$ cat config.mk
export PLATFORM = sky130hd
export DESIGN_NAME = alu8_flags
export DESIGN_NICKNAME = d
export VERILOG_FILES = /design/src/rtl/alu8_pkg.sv /design/src/rtl/alu8_decode.sv /design/src/rtl/alu8_addsub.sv /design/src/rtl/alu8_unary.sv /design/src/rtl/alu8_flags.sv
export SDC_FILE = /design/constraint.sdc
export NUM_CORES = 1
export LEC_CHECK = 0
export BUFFER_PORTS_ARGS = -buffer_cell sky130_fd_sc_hd__buf_2
export CORE_MARGIN = 2
export CORE_UTILIZATION = 54
export DETAILED_ROUTE_END_ITERATION = 12
export PLACE_DENSITY = 0.81
export SETUP_SLACK_MARGIN = 0.4
export SYNTH_ARGS = -nofsm -noshare
export SYNTH_HDL_FRONTEND = slang
export SYNTH_SLANG_ARGS = --single-unit
$ cat constraint.sdc
create_clock -name vclk -period 4.1
set_clock_uncertainty 0.15 [all_clocks]
set_input_delay 0.41 -clock vclk [all_inputs]
set_output_delay 0.41 -clock vclk [all_outputs]
set_load 0.03 [all_outputs]
$ cat src/rtl/alu8_pkg.sv
package alu8_pkg;

  localparam int DATA_W = 8;
  localparam int SREG_W = 8;

  // flag positions inside the status vector
  localparam int FLG_C = 0;
  localparam int FLG_Z = 1;
  localparam int FLG_N = 2;
  localparam int FLG_V = 3;
  localparam int FLG_S = 4;
  localparam int FLG_H = 5;

  localparam logic [SREG_W-1:0] MASK_ARITH =
    SREG_W'((1 << FLG_C) | (1 << FLG_Z) | (1 << FLG_N) | (1 << FLG_V) | (1 << FLG_S) | (1 << FLG_H));
  localparam logic [SREG_W-1:0] MASK_LOGIC =
    SREG_W'((1 << FLG_Z) | (1 << FLG_N) | (1 << FLG_V) | (1 << FLG_S));
  localparam logic [SREG_W-1:0] MASK_CPL = MASK_LOGIC | SREG_W'(1 << FLG_C);

  typedef enum logic [3:0] {
    OP_ADD  = 4'd0,
    OP_ADC  = 4'd1,
    OP_SUB  = 4'd2,
    OP_SBC  = 4'd3,
    OP_AND  = 4'd4,
    OP_OR   = 4'd5,
    OP_XOR  = 4'd6,
    OP_CPL  = 4'd7,
    OP_NEG  = 4'd8,
    OP_INC  = 4'd9,
    OP_DEC  = 4'd10,
    OP_SET  = 4'd11,
    OP_CMP  = 4'd12,
    OP_CMPC = 4'd13,
    OP_RSV0 = 4'd14,
    OP_RSV1 = 4'd15
  } alu_op_e;

  typedef struct packed {
    logic              arith;    // result from the adder path
    logic              sub;      // adder subtracts
    logic              use_cin;  // stored carry enters the adder
    logic              neg;      // operands become 0 and a
    logic              chain_z;  // zero chains with the stored zero
    logic              wr;       // result write enable
    logic [SREG_W-1:0] mask;     // flag update strobes
  } alu_ctl_t;

endpackage

$ cat src/rtl/alu8_decode.sv
module alu8_decode
  import alu8_pkg::*;
(
  input  logic [3:0] op_i,
  output alu_ctl_t   ctl_o
);

  always_comb begin
    ctl_o = '0;
    unique case (alu_op_e'(op_i))
      OP_ADD:  begin ctl_o.arith = 1'b1; ctl_o.wr = 1'b1; ctl_o.mask = MASK_ARITH; end
      OP_ADC:  begin ctl_o.arith = 1'b1; ctl_o.use_cin = 1'b1; ctl_o.wr = 1'b1; ctl_o.mask = MASK_ARITH; end
      OP_SUB:  begin ctl_o.arith = 1'b1; ctl_o.sub = 1'b1; ctl_o.wr = 1'b1; ctl_o.mask = MASK_ARITH; end
      OP_SBC:  begin
        ctl_o.arith = 1'b1; ctl_o.sub = 1'b1; ctl_o.use_cin = 1'b1;
        ctl_o.chain_z = 1'b1; ctl_o.wr = 1'b1; ctl_o.mask = MASK_ARITH;
      end
      OP_CMP:  begin ctl_o.arith = 1'b1; ctl_o.sub = 1'b1; ctl_o.mask = MASK_ARITH; end
      OP_CMPC: begin
        ctl_o.arith = 1'b1; ctl_o.sub = 1'b1; ctl_o.use_cin = 1'b1;
        ctl_o.chain_z = 1'b1; ctl_o.mask = MASK_ARITH;
      end
      OP_NEG:  begin
        ctl_o.arith = 1'b1; ctl_o.sub = 1'b1; ctl_o.neg = 1'b1;
        ctl_o.wr = 1'b1; ctl_o.mask = MASK_ARITH;
      end
      OP_AND, OP_OR, OP_XOR, OP_INC, OP_DEC: begin
        ctl_o.wr = 1'b1; ctl_o.mask = MASK_LOGIC;
      end
      OP_CPL:  begin ctl_o.wr = 1'b1; ctl_o.mask = MASK_CPL; end
      OP_SET:  begin ctl_o.wr = 1'b1; end
      default: ctl_o = '0;
    endcase
  end

endmodule

$ cat src/rtl/alu8_addsub.sv
module alu8_addsub #(
  parameter int DW = 8
) (
  input  logic [DW-1:0] x_i,
  input  logic [DW-1:0] y_i,
  input  logic          cin_i,
  input  logic          sub_i,
  output logic [DW-1:0] r_o,
  output logic          c_o,
  output logic          h_o,
  output logic          v_o
);

  localparam int HW  = DW / 2;
  localparam int MSB = DW - 1;

  logic [DW:0] full;

  always_comb begin
    if (sub_i) full = {1'b0, x_i} - {1'b0, y_i} - {{DW{1'b0}}, cin_i};
    else       full = {1'b0, x_i} + {1'b0, y_i} + {{DW{1'b0}}, cin_i};
  end

  assign r_o = full[DW-1:0];
  assign c_o = full[DW];
  // carry or borrow entering the upper half equals the three-way parity there
  assign h_o = x_i[HW] ^ y_i[HW] ^ full[HW];

  always_comb begin
    if (sub_i) v_o = (x_i[MSB] != y_i[MSB]) && (full[MSB] != x_i[MSB]);
    else       v_o = (x_i[MSB] == y_i[MSB]) && (full[MSB] != x_i[MSB]);
  end

endmodule

$ cat src/rtl/alu8_unary.sv
module alu8_unary
  import alu8_pkg::*;
#(
  parameter int DW = 8
) (
  input  logic [3:0]    op_i,
  input  logic [DW-1:0] a_i,
  input  logic [DW-1:0] b_i,
  output logic [DW-1:0] r_o,
  output logic          v_o
);

  localparam logic [DW-1:0] ONE     = {{(DW-1){1'b0}}, 1'b1};
  localparam logic [DW-1:0] MIN_NEG = {1'b1, {(DW-1){1'b0}}};
  localparam logic [DW-1:0] MAX_POS = ~MIN_NEG;

  always_comb begin
    r_o = '0;
    v_o = 1'b0;
    unique case (alu_op_e'(op_i))
      OP_AND:  r_o = a_i & b_i;
      OP_OR:   r_o = a_i | b_i;
      OP_XOR:  r_o = a_i ^ b_i;
      OP_CPL:  r_o = ~a_i;
      OP_INC:  begin r_o = a_i + ONE; v_o = (a_i == MAX_POS); end
      OP_DEC:  begin r_o = a_i - ONE; v_o = (a_i == MIN_NEG); end
      OP_SET:  r_o = '1;
      default: r_o = '0;
    endcase
  end

endmodule

$ cat src/rtl/alu8_flags.sv
module alu8_flags
  import alu8_pkg::*;
(
  input  logic [3:0]        op_i,
  input  logic [DATA_W-1:0] a_i,
  input  logic [DATA_W-1:0] b_i,
  input  logic              carry_i,
  input  logic              zero_i,
  output logic [DATA_W-1:0] result_o,
  output logic              wr_en_o,
  output logic [SREG_W-1:0] flags_o,
  output logic [SREG_W-1:0] flag_upd_o
);

  alu_ctl_t          ctl;
  logic [DATA_W-1:0] add_x, add_y, add_r, un_r, res;
  logic              add_c, add_h, add_v, un_v;
  logic              f_n, f_v, f_z, f_c;
  logic [SREG_W-1:0] raw;

  alu8_decode u_dec (.op_i(op_i), .ctl_o(ctl));

  assign add_x = ctl.neg ? '0 : a_i;
  assign add_y = ctl.neg ? a_i : b_i;

  alu8_addsub #(.DW(DATA_W)) u_add (
    .x_i   (add_x),
    .y_i   (add_y),
    .cin_i (ctl.use_cin & carry_i),
    .sub_i (ctl.sub),
    .r_o   (add_r),
    .c_o   (add_c),
    .h_o   (add_h),
    .v_o   (add_v)
  );

  alu8_unary #(.DW(DATA_W)) u_un (
    .op_i (op_i),
    .a_i  (a_i),
    .b_i  (b_i),
    .r_o  (un_r),
    .v_o  (un_v)
  );

  assign res = ctl.arith ? add_r : un_r;
  assign f_n = res[DATA_W-1];
  assign f_v = ctl.arith ? add_v : un_v;
  // only the complement uses the non-adder carry, and it is always 1
  assign f_c = ctl.arith ? add_c : 1'b1;
  assign f_z = (res == '0) && (!ctl.chain_z || zero_i);

  always_comb begin
    raw        = '0;
    raw[FLG_C] = f_c;
    raw[FLG_Z] = f_z;
    raw[FLG_N] = f_n;
    raw[FLG_V] = f_v;
    raw[FLG_S] = f_n ^ f_v;
    raw[FLG_H] = add_h;
  end

  assign result_o   = res;
  assign wr_en_o    = ctl.wr;
  assign flag_upd_o = ctl.mask;
  assign flags_o    = raw & ctl.mask;

endmodule

==> results.py <==
metrics = {
    "status": {
        "status": "complete, but fails checks",
        "violations": "negative setup slack",
    },
    "global_route": {
        "antenna_found_initial": 0,
        "grt_pass1_vias": 2944,
        "grt_max_degree": 29,
        "grt_pass1_wl_um": 13200,
        "groute.usage.overall": 0.312,
        "gr-total-overflow": 0,
    },
    "floorplanning": {
        "fp.coreArea_mm2": 0.00441,
        "pin_count": 47,
        "die_h_um": 72.0,
        "fp.dieW_um": 72.0,
        "dieArea_mm2": 0.00518,
        "row_count": 24,
        "start_util": 0.565,
    },
    "synth": {
        "synthAdderAreaFrac": 0.246,
        "synth_top_family_by_area": "compound AO/OA/AOI/OAI gates",
        "yosysTopAreaCell": "ha_1",
        "synth_top_area_share": 0.206,
        "synthTopCellsByArea": "ha_1 21%, inv_1 6.2%, o21ai_0 5.8%",
        "syn_inst": 353,
        "synth-xor-area-share": 0.0596,
        "yosysSeqAreaShare": 0,
        "ys_warn_count": 0,
        "syn_avg_cell_area_um2": 7.07,
        "synth_compound_area_frac": 0.273,
        "yosys.area_share.simple": 0.237,
        "ys_types": 68,
        "synth.area.mux_share": 0.0556,
        "synth_area_mm2": 0.00250,
    },
    "route": {
        "wl_met2_um": 4470,
        "dr_wl_met3_um": 735,
        "drcViolationCount": 0,
        "antenna_left": 0,
        "wl_met1_um": 3350,
        "wire_per_inst_um": 18.3,
        "dr.first_iter.drc_count": 407,
        "firstDrtPassIters": 5,
        "route.top_layer_used": "met4",
        "avgViaCountPerCell": 6.41,
        "vias": 3174,
        "routed_wl_um": 9050,
    },
    "power": {
        "power_density_mw_per_mm2": 204,
        "p_leak_uw": 0.00176,
        "irDropWorstVdd_mv": 0.125,
        "total_power_uw": 730,
    },
    "cells_and_area": {
        "seq_cell_count": 0,
        "mostFrequentLayoutCell": "buf_4",
        "clkbuf_count": 0,
        "final-seq-area_um2": 0,
        "final_cell_mix": "66 x buf_4, 36 x inv_1, 32 x ha_1, 32 x buf_2, 28 x nor2_1",
        "nNetsFinal": 513,
        "multiInputGateArea_mm2": 0.00254,
        "syn_to_final_growth_pct": 43.1,
        "final_cell_area_mm2": 0.00357,
        "utilization": 0.809,
        "drive_gt1_frac": 0.418,
        "fill_cells": 253,
        "antenna_cells": 0,
    },
    "hold_path": {
        "hold_class": "input pin to primary output",
        "min_path_cells": 5,
    },
    "timing": {
        "period_share": 1.04,
        "clock.fmax_mhz": 235,
        "setup_violations": 2,
        "slew_headroom": 0.657,
        "fin_crit_ns": 4.25,
        "slew_violations": 0,
        "tightest_slew_ns": 0.509,
        "hold_violations": 0,
        "grt_setup_unrepaired": "yes",
        "layout_setup_ws_ns": -0.150,
    },
    "setup_path": {
        "worst_path_max_delay_cell": "or4_4",
        "start_kind": "input pin",
        "endpoint_kind": "primary output",
        "path_cells": "buf_8 > buf_4 > nor2_1 > nand2_1 > nand2_1 > inv_1 > fa_2 > fa_2 > nor2b_1 > nor3_2 > a311oi_1 > a41o_2 > nand4bb_1 > or4_4 > nor4_4 > buf_4",
        "critPathKind": "input pin to primary output",
        "crit_arrival_ns": 3.69,
        "crit_required_ns": 3.54,
        "crit_path_max_fanout": 3,
        "cp_slowest_stage_delay_ns": 0.53,
    },
    "placed_design": {
        "numPortBuffers": 43,
        "place_area_mm2": 0.00318,
        "hpwlAfterDp_um": 6250,
        "place_congestion": 0.925,
    },
    "clock_tree": {
        "ctsHoldBuffers": 0,
    },
    "job": {
        "maxCapViolCount": 0,
    },
}
[repair_timing]
action / 4_1_cts / 5_1_grt
pin swaps: 11 / 18
setup buffers: 5 / 10
resized for setup: 41 / 26
setup endpoints to repair: 9 / 9
[worst paths after layout]
check,endpoint,startpoint
worst max-delay path,flags_o[1],op_i[1]
worst min-delay path,wr_en_o,op_i[2]
[per-layer routing]
layer / GRT usage / vias up
met2: 0.581 / 237
met1: 0.379 / 1449
met5: 0 / -
met4: 0.115 / 0
met3: 0.0125 / 65
li1: - / 1423
[critical path: cells and delay by family]
kind | cells | cell delay, ns
fa+ha+maj | 2 | 0.83
simple gates | 8 | 1.56
compound gates | 2 | 0.33
buf+inv | 4 | 0.54
[metrics by stage]
| stage | hold slack, ns | cells | worst slack, ns | setup TNS (ns) |
|---|---|---|---|---|
| 2_1_floorplan | 1.07 | 356 | -0.170 | -0.170 |
| 3_3_place_gp | 1.25 | 480 | -0.00737 | -0.00737 |
| 3_5_place_dp | 1.26 | 480 | -0.0700 | -0.137 |
| 4_1_cts | 1.27 | 485 | 0.00396 | 0 |
| 5_1_grt | 1.29 | 495 | -0.215 | -0.527 |
| 6_report | 1.28 | 495 | -0.150 | -0.277 |
[area by class of cell]
type | instances | area share
Multi-Input combinational cell | 292 | 0.712
Tap cell | 52 | 0.0182
Timing Repair Buffer | 110 | 0.226
Inverter | 41 | 0.0438
[power breakdown]
group | switching, uW | total (uW) | internal, uW
Clock | 0 | 0 | 0
Combinational | 396 | 730 | 333
Sequential | 0 | 0 | 0
Total | 396 | 730 | 333
[cells in the mapped netlist (2+ instances only)]
library cell	n
a41o_1	2
xnor2_1	13
o21a_1	2
a211o_1	3
o21ai_0	29
ha_1	41
o22ai_1	3
a21o_1	8
and3_1	2
mux2_2	3
a22oi_1	2
buf_4	10
o21ai_2	2
mux2i_1	6
clkbuf_1	4
nor4b_1	2
mux4_2	2
a311oi_1	2
nor2_1	30
o21bai_1	3
nand2_1	30
nand3_1	4
xor2_1	4
nor2b_1	6
a211oi_1	7
and2_1	3
o221ai_1	2
or2_2	3
inv_1	41
nor3_1	14
buf_2	4
o31ai_1	2
a21oi_1	18
buf_6	5
fa_1	5
nand2b_1	4
[cells by family (layout without fill, tap and decap cells)]
logic type,Yosys count,after routing
xor+xnor,17,17
compound gates,101,101
simple gates,113,113
buf+inv,64,151
mux,11,11
other cells,1,4
fa+ha+maj,46,46
Note: power is estimated with default switching activity, not from simulation.
